## config.mk

```make
export PLATFORM = sky130hd
export DESIGN_NAME = susp_handshake
export DESIGN_NICKNAME = d
export VERILOG_FILES = /design/src/rtl/susp_pkg.sv /design/src/rtl/susp_rst_sync.sv /design/src/rtl/susp_seq.sv /design/src/rtl/susp_clk_gate.sv /design/src/rtl/susp_irq_hold.sv /design/src/rtl/susp_handshake.sv
export SDC_FILE = /design/constraint.sdc
export NUM_CORES = 1
export LEC_CHECK = 0
export BUFFER_PORTS_ARGS = -buffer_cell sky130_fd_sc_hd__buf_4
export CORE_AREA = 3 3 40 42
export DETAILED_ROUTE_END_ITERATION = 10
export DIE_AREA = 0 0 43 45
export HOLD_SLACK_MARGIN = 0.02
export SLEW_MARGIN = 20
export SYNTH_ARGS = -nofsm -noshare
export SYNTH_HDL_FRONTEND = slang
export SYNTH_HIERARCHICAL = 1
export SYNTH_SLANG_ARGS = --single-unit
```

## constraint.sdc

```tcl
create_clock -name clk -period 1.4 [get_ports clk]
set_input_delay 0.28 -clock clk [delete_from_list [all_inputs] [get_ports clk]]
set_output_delay 0.28 -clock clk [all_outputs]
set_load 0.02 [all_outputs]
```

## src/rtl/susp_pkg.sv

```systemverilog
package susp_pkg;
  typedef enum logic [1:0] {
    ST_RUN     = 2'd0,
    ST_SUSP    = 2'd1,
    ST_RESTORE = 2'd2
  } susp_st_e;
endpackage

```

## src/rtl/susp_rst_sync.sv

```systemverilog
module susp_rst_sync #(
  parameter int STAGES = 2
) (
  input  logic clk,
  input  logic arst_n,
  output logic rst_n_o
);
  logic [STAGES-1:0] shf_q;

  always_ff @(posedge clk or negedge arst_n) begin
    if (!arst_n) shf_q <= '0;
    else         shf_q <= {shf_q[STAGES-2:0], 1'b1};
  end

  assign rst_n_o = shf_q[STAGES-1];
endmodule

```

## src/rtl/susp_seq.sv

```systemverilog
module susp_seq
  import susp_pkg::*;
(
  input  logic     clk,
  input  logic     rst_n,
  input  logic     req_n,
  input  logic     en,
  input  logic     idle,
  input  logic     pci_busy,
  input  logic     refresh,
  output susp_st_e state_o,
  output logic     enter_o,
  output logic     hold_o
);
  logic     req_q;
  susp_st_e state_q, state_d;

  // request sampled on the rising edge only
  always_ff @(posedge clk or negedge rst_n) begin
    if (!rst_n) req_q <= 1'b0;
    else        req_q <= ~req_n;
  end

  always_comb begin
    state_d = state_q;
    unique case (state_q)
      ST_RUN:     if (req_q && en && idle && !pci_busy) state_d = ST_SUSP;
      ST_SUSP:    if (!req_q)                           state_d = ST_RESTORE;
      ST_RESTORE: if (!refresh)                         state_d = ST_RUN;
      default:                                          state_d = ST_RUN;
    endcase
  end

  always_ff @(posedge clk or negedge rst_n) begin
    if (!rst_n) state_q <= ST_RUN;
    else        state_q <= state_d;
  end

  assign state_o = state_q;
  assign enter_o = (state_q == ST_RUN)  && (state_d == ST_SUSP);
  assign hold_o  = (state_q == ST_SUSP) && (state_d == ST_SUSP);
endmodule

```

## src/rtl/susp_clk_gate.sv

```systemverilog
module susp_clk_gate (
  input  logic clk,
  input  logic rst_n,
  input  logic deep_sel,
  input  logic enter,
  input  logic hold,
  output logic core_en_o,
  output logic dm_en_o
);
  logic deep_q;
  logic core_q, core_d;
  logic dm_q, dm_d;

  // depth captured once, on the entry edge
  always_ff @(posedge clk or negedge rst_n) begin
    if (!rst_n)     deep_q <= 1'b0;
    else if (enter) deep_q <= deep_sel;
  end

  always_comb begin
    core_d = ~hold;
    dm_d   = ~(hold & deep_q);
  end

  always_ff @(posedge clk or negedge rst_n) begin
    if (!rst_n) begin
      core_q <= 1'b1;
      dm_q   <= 1'b1;
    end else begin
      core_q <= core_d;
      dm_q   <= dm_d;
    end
  end

  assign core_en_o = core_q;
  assign dm_en_o   = dm_q;
endmodule

```

## src/rtl/susp_irq_hold.sv

```systemverilog
module susp_irq_hold #(
  parameter int N_IRQ = 3
) (
  input  logic             clk,
  input  logic             rst_n,
  input  logic             suspended,
  input  logic [N_IRQ-1:0] evt,
  output logic [N_IRQ-1:0] pend_o,
  output logic [N_IRQ-1:0] replay_o
);
  for (genvar i = 0; i < N_IRQ; i++) begin : g_flag
    logic flag_q, flag_d;

    always_comb begin
      if (suspended) flag_d = flag_q | evt[i];
      else           flag_d = 1'b0;
    end

    always_ff @(posedge clk or negedge rst_n) begin
      if (!rst_n) flag_q <= 1'b0;
      else        flag_q <= flag_d;
    end

    assign pend_o[i]   = flag_q;
    assign replay_o[i] = flag_q & ~suspended;
  end
endmodule

```

## src/rtl/susp_handshake.sv

```systemverilog
module susp_handshake
  import susp_pkg::*;
#(
  parameter int N_IRQ       = 3,
  parameter int SYNC_STAGES = 2
) (
  input  logic             clk,
  input  logic             rst_n,
  input  logic             susp_req_n,
  input  logic             susp_en,
  input  logic             deep_sel,
  input  logic             core_idle,
  input  logic             pci_busy,
  input  logic             refresh_active,
  input  logic             nmi_evt,
  input  logic             intr_evt,
  input  logic             smi_evt,
  output logic             susp_ack_n,
  output logic             core_clk_en,
  output logic             dm_clk_en,
  output logic [N_IRQ-1:0] pend_o,
  output logic [N_IRQ-1:0] replay_o
);
  localparam int N_EVT = 3;

  logic             rst_int_n;
  susp_st_e         state;
  logic             enter, hold;
  logic [N_IRQ-1:0] evt_vec;

  always_comb begin
    evt_vec = '0;
    evt_vec[N_EVT-1:0] = {smi_evt, intr_evt, nmi_evt};
  end

  susp_rst_sync #(.STAGES(SYNC_STAGES)) u_rst (
    .clk(clk), .arst_n(rst_n), .rst_n_o(rst_int_n)
  );

  susp_seq u_seq (
    .clk(clk), .rst_n(rst_int_n), .req_n(susp_req_n), .en(susp_en),
    .idle(core_idle), .pci_busy(pci_busy), .refresh(refresh_active),
    .state_o(state), .enter_o(enter), .hold_o(hold)
  );

  susp_clk_gate u_gate (
    .clk(clk), .rst_n(rst_int_n), .deep_sel(deep_sel), .enter(enter),
    .hold(hold), .core_en_o(core_clk_en), .dm_en_o(dm_clk_en)
  );

  susp_irq_hold #(.N_IRQ(N_IRQ)) u_irq (
    .clk(clk), .rst_n(rst_int_n), .suspended(state != ST_RUN),
    .evt(evt_vec), .pend_o(pend_o), .replay_o(replay_o)
  );

  assign susp_ack_n = (state == ST_RUN);
endmodule

```

==> results of run 1 <==
==> worst max-delay path: stages, from the launching register on <==
cell and delay [ps]:
dfrtp_1 380, or2_4 270, nor2b_1 110, buf_4 140
==> Yosys cell counts <==
library cell,number
inv_2,1
mux2_4,1
o31ai_2,1
or2_1,1
dfstp_2,2
a21oi_1,1
nand2b_4,1
conb_1,1
dfrtp_1,9
o21a_1,3
buf_4,3
inv_1,2
nor2_1,2
nor2b_1,3
nand3b_1,2
nor3_2,1
nand2_1,1
==> cells in the final DEF (no fill, tap or decap), drive strengths merged <==
cell / instances
nand2: 1
inv: 3
mux2: 1
nand2b: 1
nor2b: 3
o21a: 3
buf: 23
clkbuf: 4
o31ai: 1
conb: 1
dfstp: 2
nor3: 1
nand3b: 2
dlygate4sd3: 1
nor2: 2
a21oi: 1
dfrtp: 9
or2: 1
==> cells by family after synthesis <==
logic type | Yosys count | share of synthesized area
mux | 1 | 0.0337
compound gates | 5 | 0.0899
buf+inv | 6 | 0.0758
other cells | 1 | 0.00842
flops | 11 | 0.624
simple gates | 11 | 0.169
==> area by class of cell <==
class,instances,area [sq um],share of cell area
Clock buffer,4,26.3,0.0393
Inverter,3,11.3,0.0169
Multi-Input combinational cell,18,148,0.221
Sequential cell,11,278,0.416
Tap cell,15,18.8,0.0281
Timing Repair Buffer,24,186,0.279
==> metal layers <==
metal / track usage / up-vias
met5: 0 / -
met1: 0.0812 / 143
met2: 0.144 / 15
met3: 0.0717 / 2
li1: - / 160
met4: 0.0542 / 0
==> final timing paths <==
kind,end,slack [ps],depth (start not counted),from
min in group clk,u_seq/req_q,150,2,susp_req_n
setup reg to reg,u_gate/deep_q,20,5,u_seq/state_o[1]
max in group asynchronous,u_gate/core_en_o,980,0,u_rst/shf_q[1]
hold / removal,u_irq/g_flag[0].flag_q,130,0,u_rst/shf_q[1]
setup / recovery,replay_o[1],-50,3,u_seq/state_o[0]
hold reg to reg,u_irq/g_flag[0].flag_q,130,0,u_rst/shf_q[1]
==> state kept, by name, summed over array words and instances, names as in the netlist <==
signal               count
u_gate/core_en_o         1
u_gate/dm_en_o           1
u_irq/g_flag.flag_q      3
u_seq/req_q              1
u_seq/state_o            2
u_gate/deep_q            1
u_rst/shf_q              2
==> per-stage QoR <==
step	TNS [ps]	cell area, sq um	total power (W)	cells	hold slack [ps]
after floorplan	0	445	0.000436	35	-15.6
after global placement	0	592	0.000486	67	63.6
after detailed placement	0	592	0.000487	67	64.5
after CTS	-119	646	0.000712	74	140
after global routing	-490	668	0.000755	75	138
final	-176	668	0.000709	75	129
==> power by group <==
group	switching [W]	total (W)	internal, W
clock	0.0000984	0.000209	0.000110
combinational	0.0000586	0.000140	0.0000816
sequential	0.0000181	0.000361	0.000342
total	0.000175	0.000709	0.000534
==> what timing repair did <==
item / 4_1_cts / 5_1_grt
setup buffers: 2 / 1
resized for setup: 1 / 4
hold endpoints to repair: 2 / 0
hold buffers: 1 / 0
setup endpoints to repair: 3 / 3
pin swaps: 0 / 1
==> run summary, run 1 <==
Worst IR Drop VDD - 0.000645 V
Port Buffers - 19
Routed WL - 762 um
worst path required time - 1120 ps
RSZ-0062 raised after global routing - yes
final setup margin - -53.1 ps
Max Cap Viol - 0
core area - 0.00128 sq mm
Area Growth Syn to Fin - 50.0%
DR WL met2 - 404 um
Total GRT Usage - 0.0907
buffer levels on the longest clock path - 2
post-synthesis sequential area ratio - 0.624
CP Launch Type - flip-flop
Die Wd - 43 um
violated checks - negative setup slack
clock sinks - 11
vias in the first global route - 290
met3 wire len - 73 um
Final Max Slew Viols - 0
DR iter-0 viols - 2
largest net degree at the start of global routing - 10
Routed WL per cell - 10.2 um
DR vias - 320
Fin Clk Skew - 5.81 ps
die height - 45 um
I/O pin total - 20
clk_lat worst skew - 270 ps
post-synthesis cell type count - 17
Max Clk Rate - 688 MHz
Worst Hold Class - reg2async
cts bufs inserted - 3
total die area - 0.00194 sq mm
main area contributors after synthesis - dfrtp_1, dfstp_2, buf_4
Yosys top cell area share - 0.506
Place WS - 139 ps
GRT overflow - 0
final hold vios - 0
Routed Antenna Nets - 0
Worst Path Class, Setup - reg2out
CTS tree - built
final count of negative-setup-slack endpoints - 4
top sig layer - met4
antenna violations before repair - 0
Synth Register Bits - 11
PD cells - 1060 mW/mm^2
number of H-tree levels - 1
average instance area after synthesis - 12.7 sq um
Final min period - 1450 ps
row cnt - 13
routed length on met1 - 275 um
global-route wire length before repair - 1170 um
Initial Utilization - 0.347
fillers - 122
post-synthesis cell count - 35
Layout Nets - 72
YS warnings - 6
Remaining DRCs - 0
Post-DP HPWL - 592 um
status - finished, violations left
crit path capture type - output port
Netlist Area Pre-Place - 445 sq um
Root Driver - clkbuf_4
data arrival time of the critical path - 1170 ps
Net Count, Synth - 46
Clock Pin Slew Worst Setup and Hold Paths - 70 ps
ratio of cells with drive above 1 in the final layout - 0.600
Yosys top cell by area - dfrtp_1
via density per instance - 4.27
GP Congestion - 0.742
DRT Pass-1 Iters - 2
Worst Path Max Fanout - 4
diode count - 0
Finished Core Util - 0.520
final worst-path cycle share - 1.04
Leak Pwr - 0.328 nW
No activity file was read; power rests on OpenSTA's default activity.
==> run 2, diff against run 1 <==
--- a/config.mk
+++ b/config.mk
@@ -9,7 +9,8 @@
 export CORE_AREA = 3 3 40 42
 export DETAILED_ROUTE_END_ITERATION = 10
 export DIE_AREA = 0 0 43 45
-export HOLD_SLACK_MARGIN = 0.02
+export HOLD_SLACK_MARGIN = 0.12
+export SETUP_SLACK_MARGIN = 0.15
 export SLEW_MARGIN = 20
 export SYNTH_ARGS = -nofsm -noshare
 export SYNTH_HDL_FRONTEND = slang
==> run summary, run 2 (synthesis results as in run 1) <==
status - finished, violations left
violated checks - negative setup slack
cts bufs inserted - 3 (unchanged)
R2R Setup Slk - 130 ps (+110 ps)
CP max-delay cell - dfrtp_1
Clock Pin Slew Worst Setup and Hold Paths - 70 ps (about the same)
via density per instance - 4.22 (-1.2%)
final worst-path cycle share - 1.03 (-0.00871)
diode count - 0 (unchanged)
Remaining DRCs - 0 (unchanged)
Max Cap Viol - 0 (unchanged)
area post-placement - 592 sq um (unchanged)
part of the power in combinational logic - 0.200 (+0.002)
Design Area, Final - 669 sq um (+0.19%)
Final min period - 1440 ps (-12.2 ps)
Post-DP HPWL - 592 um (unchanged)
final setup TNS - -115 ps (+61.1 ps)
crit path capture type - output port
most common cell after layout, fill and taps aside - buf_4
Max Clk Rate - 694 MHz (+0.85%)
Worst Path Buf+Inv - 1 (unchanged)
RSZ-0062 raised after global routing - yes
most frequent cells in the layout - buf_4, dfrtp_1, clkbuf_4, o21a_1
final hold vios - 0 (unchanged)
ratio of cells with drive above 1 in the final layout - 0.593 (-0.00678)
Worst Path Max Fanout - 4 (unchanged)
R2R cell count - 4 (-1)
Slowest Stage Delay on Critical Path - 380 ps (about the same)
final setup margin - -40.9 ps (+12.2 ps)
Port Buffers - 19 (unchanged)
vias in the first global route - 288 (-0.69%)
Leak Pwr - 0.327 nW (-0.53%)
CTS tree - built
GP Congestion - 0.742 (unchanged)
fillers - 120 (-1.6%)
PD cells - 1060 mW/mm^2 (about the same)
Worst IR Drop VDD - 0.000644 V (-0.15%)
die height - 45 um (unchanged)
DRT Pass-1 Iters - 2 (unchanged)
Largest register FFs - 3 (unchanged)
Sequential Power Share - 0.507 (about the same)
Clk network pwr share - 0.293 (about the same)
row cnt - 13 (unchanged)
worst path required time - 1120 ps (about the same)
number of H-tree levels - 1 (unchanged)
buffer levels on the longest clock path - 2 (unchanged)
reg-to-reg endpoint - u_gate/deep_q
Die Wd - 43 um (unchanged)
Routed WL per cell - 10.2 um (+0.69%)
CP Launch Type - flip-flop
CP delay by family, top - flip-flops
I/O pin total - 20 (unchanged)
Root Driver - clkbuf_4
sw frac - 0.247 (+0.000387)
Routed WL - 757 um (-0.66%)
Int Power - 0.000535 W (+0.19%)
Total GRT Usage - 0.0908 (about the same)
antenna violations before repair - 0 (unchanged)
Routed Antenna Nets - 0 (unchanged)
R2R Path Start - u_seq/state_o[1]
crit path cell chain - or2_4, nor2b_1, buf_4
Final Max Slew Viols - 0 (unchanged)
Fin Clk Skew - 5.21 ps (-0.594 ps)
DR vias - 312 (-2.5%)
placed instance count - 67 (unchanged)
Worst Hold Class - reg2async
Layout Nets - 71 (-1.4%)
total die area - 0.00194 sq mm (unchanged)
DR iter-0 viols - 2 (unchanged)
clk_lat worst skew - 270 ps (about the same)
GRT overflow - 0 (unchanged)
final count of negative-setup-slack endpoints - 3 (-1)
Area Growth Syn to Fin - 50.3%
clock sinks - 11 (unchanged)
Finished Layout Cells - 74 (-1.3%)
Worst Path Class, Setup - reg2out
core area - 0.00128 sq mm (unchanged)
Top reg by flops - u_irq/g_flag.flag_q
data arrival time of the critical path - 1160 ps (about the same)
global-route wire length before repair - 1170 um (unchanged)
Initial Utilization - 0.347 (unchanged)
largest net degree at the start of global routing - 10 (unchanged)
Psw - 0.000176 W (+0.40%)
-- run 2: power groups by stage --
stage | Sequential (W) | Clock (W) | Combinational (W)
floorplan | 0.000366 | 0 | 0.0000696
global placement | 0.000368 | 0 | 0.000118
detailed placement | 0.000368 | 0 | 0.000119
CTS | 0.000361 | 0.000219 | 0.000141
global route | 0.000364 | 0.000242 | 0.000152
finish | 0.000361 | 0.000208 | 0.000142
-- run 2: repair_timing --
action,CTS,global route
hold buffers,1,0
pin swaps,0,0
setup endpoints to repair,4,5
setup buffers,2,0
endpoints found under the hold margin,2,0
cloned,0,0
gates resized for setup,5,2
-- run 2: how the worst max path moves through the flow --
| stage | start | to | cells past startpoint |
|---|---|---|---|
| after floorplan | u_seq/state_o[1] | replay_o[0] | 2 |
| after global placement | u_seq/state_o[1] | replay_o[2] | 3 |
| after detailed placement | u_seq/state_o[1] | replay_o[1] | 3 |
| after CTS | u_seq/state_o[1] | replay_o[1] | 3 |
| after global routing | u_seq/state_o[1] | replay_o[1] | 3 |
| final | u_seq/state_o[1] | replay_o[1] | 3 |
-- run 2: cell type report --
type	instances	area [sq um]	area share
clock buffers	4	26.3	0.0393
inverters	3	11.3	0.0168
multi-input cells	18	153	0.228
flip-flops and latches	11	278	0.415
well taps	15	18.8	0.0280
repair buffers	23	183	0.273
-- run 2: layer usage --
layer | wire [um] | global-route usage | vias to the layer above | share of wire
li1 | - | - | 156 | -
met1 | 269 | 0.0840 | 139 | 0.36
met2 | 406 | 0.141 | 15 | 0.54
met3 | 74 | 0.0717 | 2 | 0.098
met4 | 8 | 0.0542 | 0 | 0.011
met5 | 0 | 0 | - | 0
-- run 2: metrics by stage --
stage	hold WS, ps	util	power [W]	worst slack (ps)
2_1_floorplan	-15.6	-	0.000436	101
3_3_place_gp	63.6	0.461	0.000486	136
3_5_place_dp	64.5	0.461	0.000487	139
4_1_cts	140	0.516	0.000721	-39.9
5_1_grt	138	0.521	0.000758	-134
6_report	130	0.521	0.000711	-40.9
==> run 3, diff against run 2 <==
--- a/config.mk
+++ b/config.mk
@@ -11,6 +11,7 @@
 export DIE_AREA = 0 0 43 45
 export HOLD_SLACK_MARGIN = 0.12
 export SETUP_SLACK_MARGIN = 0.15
+export SKIP_LAST_GASP = 1
 export SLEW_MARGIN = 20
 export SYNTH_ARGS = -nofsm -noshare
 export SYNTH_HDL_FRONTEND = slang
==> run summary, run 3 (synthesis results as in run 1) <==
via density per instance - 4.22 (unchanged)
fillers - 120 (unchanged)
clock sinks - 11 (unchanged)
CTS tree - built
Routed WL - 756 um (-0.13%)
Sequential Power Share - 0.508 (about the same)
global-route met3 utilization - 0.0717 (unchanged)
GRT overflow - 0 (unchanged)
Reg area - 278 sq um (unchanged)
Port Buffers - 19 (unchanged)
Total GRT Usage - 0.0915 (+0.000771)
final worst-path cycle share - 1.03 (about the same)
I/O pin total - 20 (unchanged)
area of the multi-input gates - 153 sq um (unchanged)
Int Power - 0.000534 W (-0.23%)
buffer levels on the longest clock path - 2 (unchanged)
CP delay by family, top - flip-flops
Post-DP HPWL - 592 um (unchanged)
Worst Hold Class - reg2async
Routed Antenna Nets - 0 (unchanged)
largest net degree at the start of global routing - 10 (unchanged)
RSZ-0062 raised after global routing - yes
Root Driver - clkbuf_4
met2 usage - 0.144 (+0.00299)
CP max-delay cell - dfrtp_1
global-route wire length before repair - 1180 um (+0.51%)
final hold vios - 0 (unchanged)
final setup TNS - -107 ps (+8.67 ps)
total die area - 0.00194 sq mm (unchanged)
Pwr Total - 0.000709 W (-0.24%)
Routed WL per cell - 10.2 um (-0.13%)
Largest register FFs - 3 (unchanged)
die height - 45 um (unchanged)
row cnt - 13 (unchanged)
worst path required time - 1120 ps (about the same)
PD cells - 1070 mW/mm^2 (+0.33%)
ratio of cells with drive above 1 in the final layout - 0.593 (unchanged)
Clk network pwr share - 0.294 (about the same)
most frequent cells in the layout - buf_4, dfrtp_1, clkbuf_4, o21a_1
crit path capture type - output port
Fin Clk Skew - 5.21 ps (unchanged)
Worst Path Buf+Inv - 1 (unchanged)
GP Congestion - 0.742 (unchanged)
clk_lat worst skew - 270 ps (about the same)
final setup margin - -41.0 ps (-0.0931 ps)
Leak Pwr - 0.326 nW (-0.24%)
final count of negative-setup-slack endpoints - 3 (unchanged)
Worst Path Class, Setup - reg2out
crit path cell chain - or2_4, nor2b_1, buf_4
Initial Utilization - 0.347 (unchanged)
Worst Path Max Fanout - 4 (unchanged)
Remaining DRCs - 0 (unchanged)
antenna violations before repair - 0 (unchanged)
number of H-tree levels - 1 (unchanged)
GR peak layer - met2
Final Max Slew Viols - 0 (unchanged)
core area - 0.00128 sq mm (unchanged)
sw frac - 0.247 (about the same)
Area Growth Syn to Fin - 49.4%
global routing usage on met1 - 0.0838 (-0.000213)
status - finished, violations left
Max Cap Viol - 0 (unchanged)
part of the power in combinational logic - 0.198 (-0.002)
Max Clk Rate - 694 MHz (about the same)
vias in the first global route - 289 (+0.35%)
Final min period - 1440 ps (+0.0931 ps)
Layout Nets - 71 (unchanged)
violated checks - negative setup slack
Worst IR Drop VDD - 0.000644 V (about the same)
Die Wd - 43 um (unchanged)
data arrival time of the critical path - 1160 ps (about the same)
diode count - 0 (unchanged)
most common cell after layout, fill and taps aside - buf_4
cts bufs inserted - 3 (unchanged)
CP Launch Type - flip-flop
Slowest Stage Delay on Critical Path - 380 ps (about the same)
Psw - 0.000175 W (-0.24%)
DR vias - 312 (unchanged)
DR iter-0 viols - 2 (unchanged)
Top reg by flops - u_irq/g_flag.flag_q
Clock Pin Slew Worst Setup and Hold Paths - 70 ps (about the same)
DRT Pass-1 Iters - 2 (unchanged)
-- run 3: worst paths after layout --
| check | from | slack, ps | end | depth (start not counted) |
|---|---|---|---|---|
| min reg2reg | u_rst/shf_q[1] | 130 | u_irq/g_flag[0].flag_q | 0 |
| min | u_rst/shf_q[1] | 130 | u_irq/g_flag[0].flag_q | 0 |
| min in group clk | susp_req_n | 150 | u_seq/req_q | 2 |
| max reg2reg | u_seq/state_o[1] | 130 | u_gate/deep_q | 4 |
| max in group asynchronous | u_rst/shf_q[1] | 980 | u_gate/core_en_o | 0 |
| max | u_seq/state_o[1] | -40 | replay_o[1] | 3 |
-- run 3: stage by stage --
| stage | instances | setup slack [ps] | hold slack (ps) | util | area [sq um] |
|---|---|---|---|---|---|
| 2_1_floorplan | 35 | 101 | -15.6 | - | 445 |
| 3_3_place_gp | 67 | 136 | 63.6 | 0.461 | 592 |
| 3_5_place_dp | 67 | 139 | 64.5 | 0.461 | 592 |
| 4_1_cts | 74 | -39.9 | 140 | 0.511 | 657 |
| 5_1_grt | 74 | -134 | 138 | 0.518 | 666 |
| 6_report | 74 | -41.0 | 130 | 0.518 | 666 |
-- run 3: layer usage --
| metal | routed length, um | up-vias |
|---|---|---|
| li1 | - | 156 |
| met2 | 406 | 15 |
| met3 | 74 | 2 |
| met1 | 268 | 139 |
| met5 | 0 | - |
| met4 | 8 | 0 |
-- run 3: layout make-up --
cell class | instances | area share
clock buffer | 4 | 0.0395
sequential | 11 | 0.417
tap | 15 | 0.0282
timing repair buffer | 23 | 0.269
multi-input combinational | 18 | 0.229
inverter | 3 | 0.0169
-- run 3: power by group through the flow --
stage          Combinational, W  Clock (W)  Sequential [W]
2_1_floorplan         0.0000696          0        0.000366
3_3_place_gp           0.000118          0        0.000368
3_5_place_dp           0.000119          0        0.000368
4_1_cts                0.000139   0.000219        0.000361
5_1_grt                0.000150   0.000242        0.000364
6_report               0.000141   0.000208        0.000361
-- run 3: timing repair --
action | in CTS | in global routing
hold buffers | 1 | 0
hold endpoints to repair | 2 | 0
resized for setup | 4 | 2
setup buffers | 2 | 0
endpoints found under the setup margin | 4 | 5
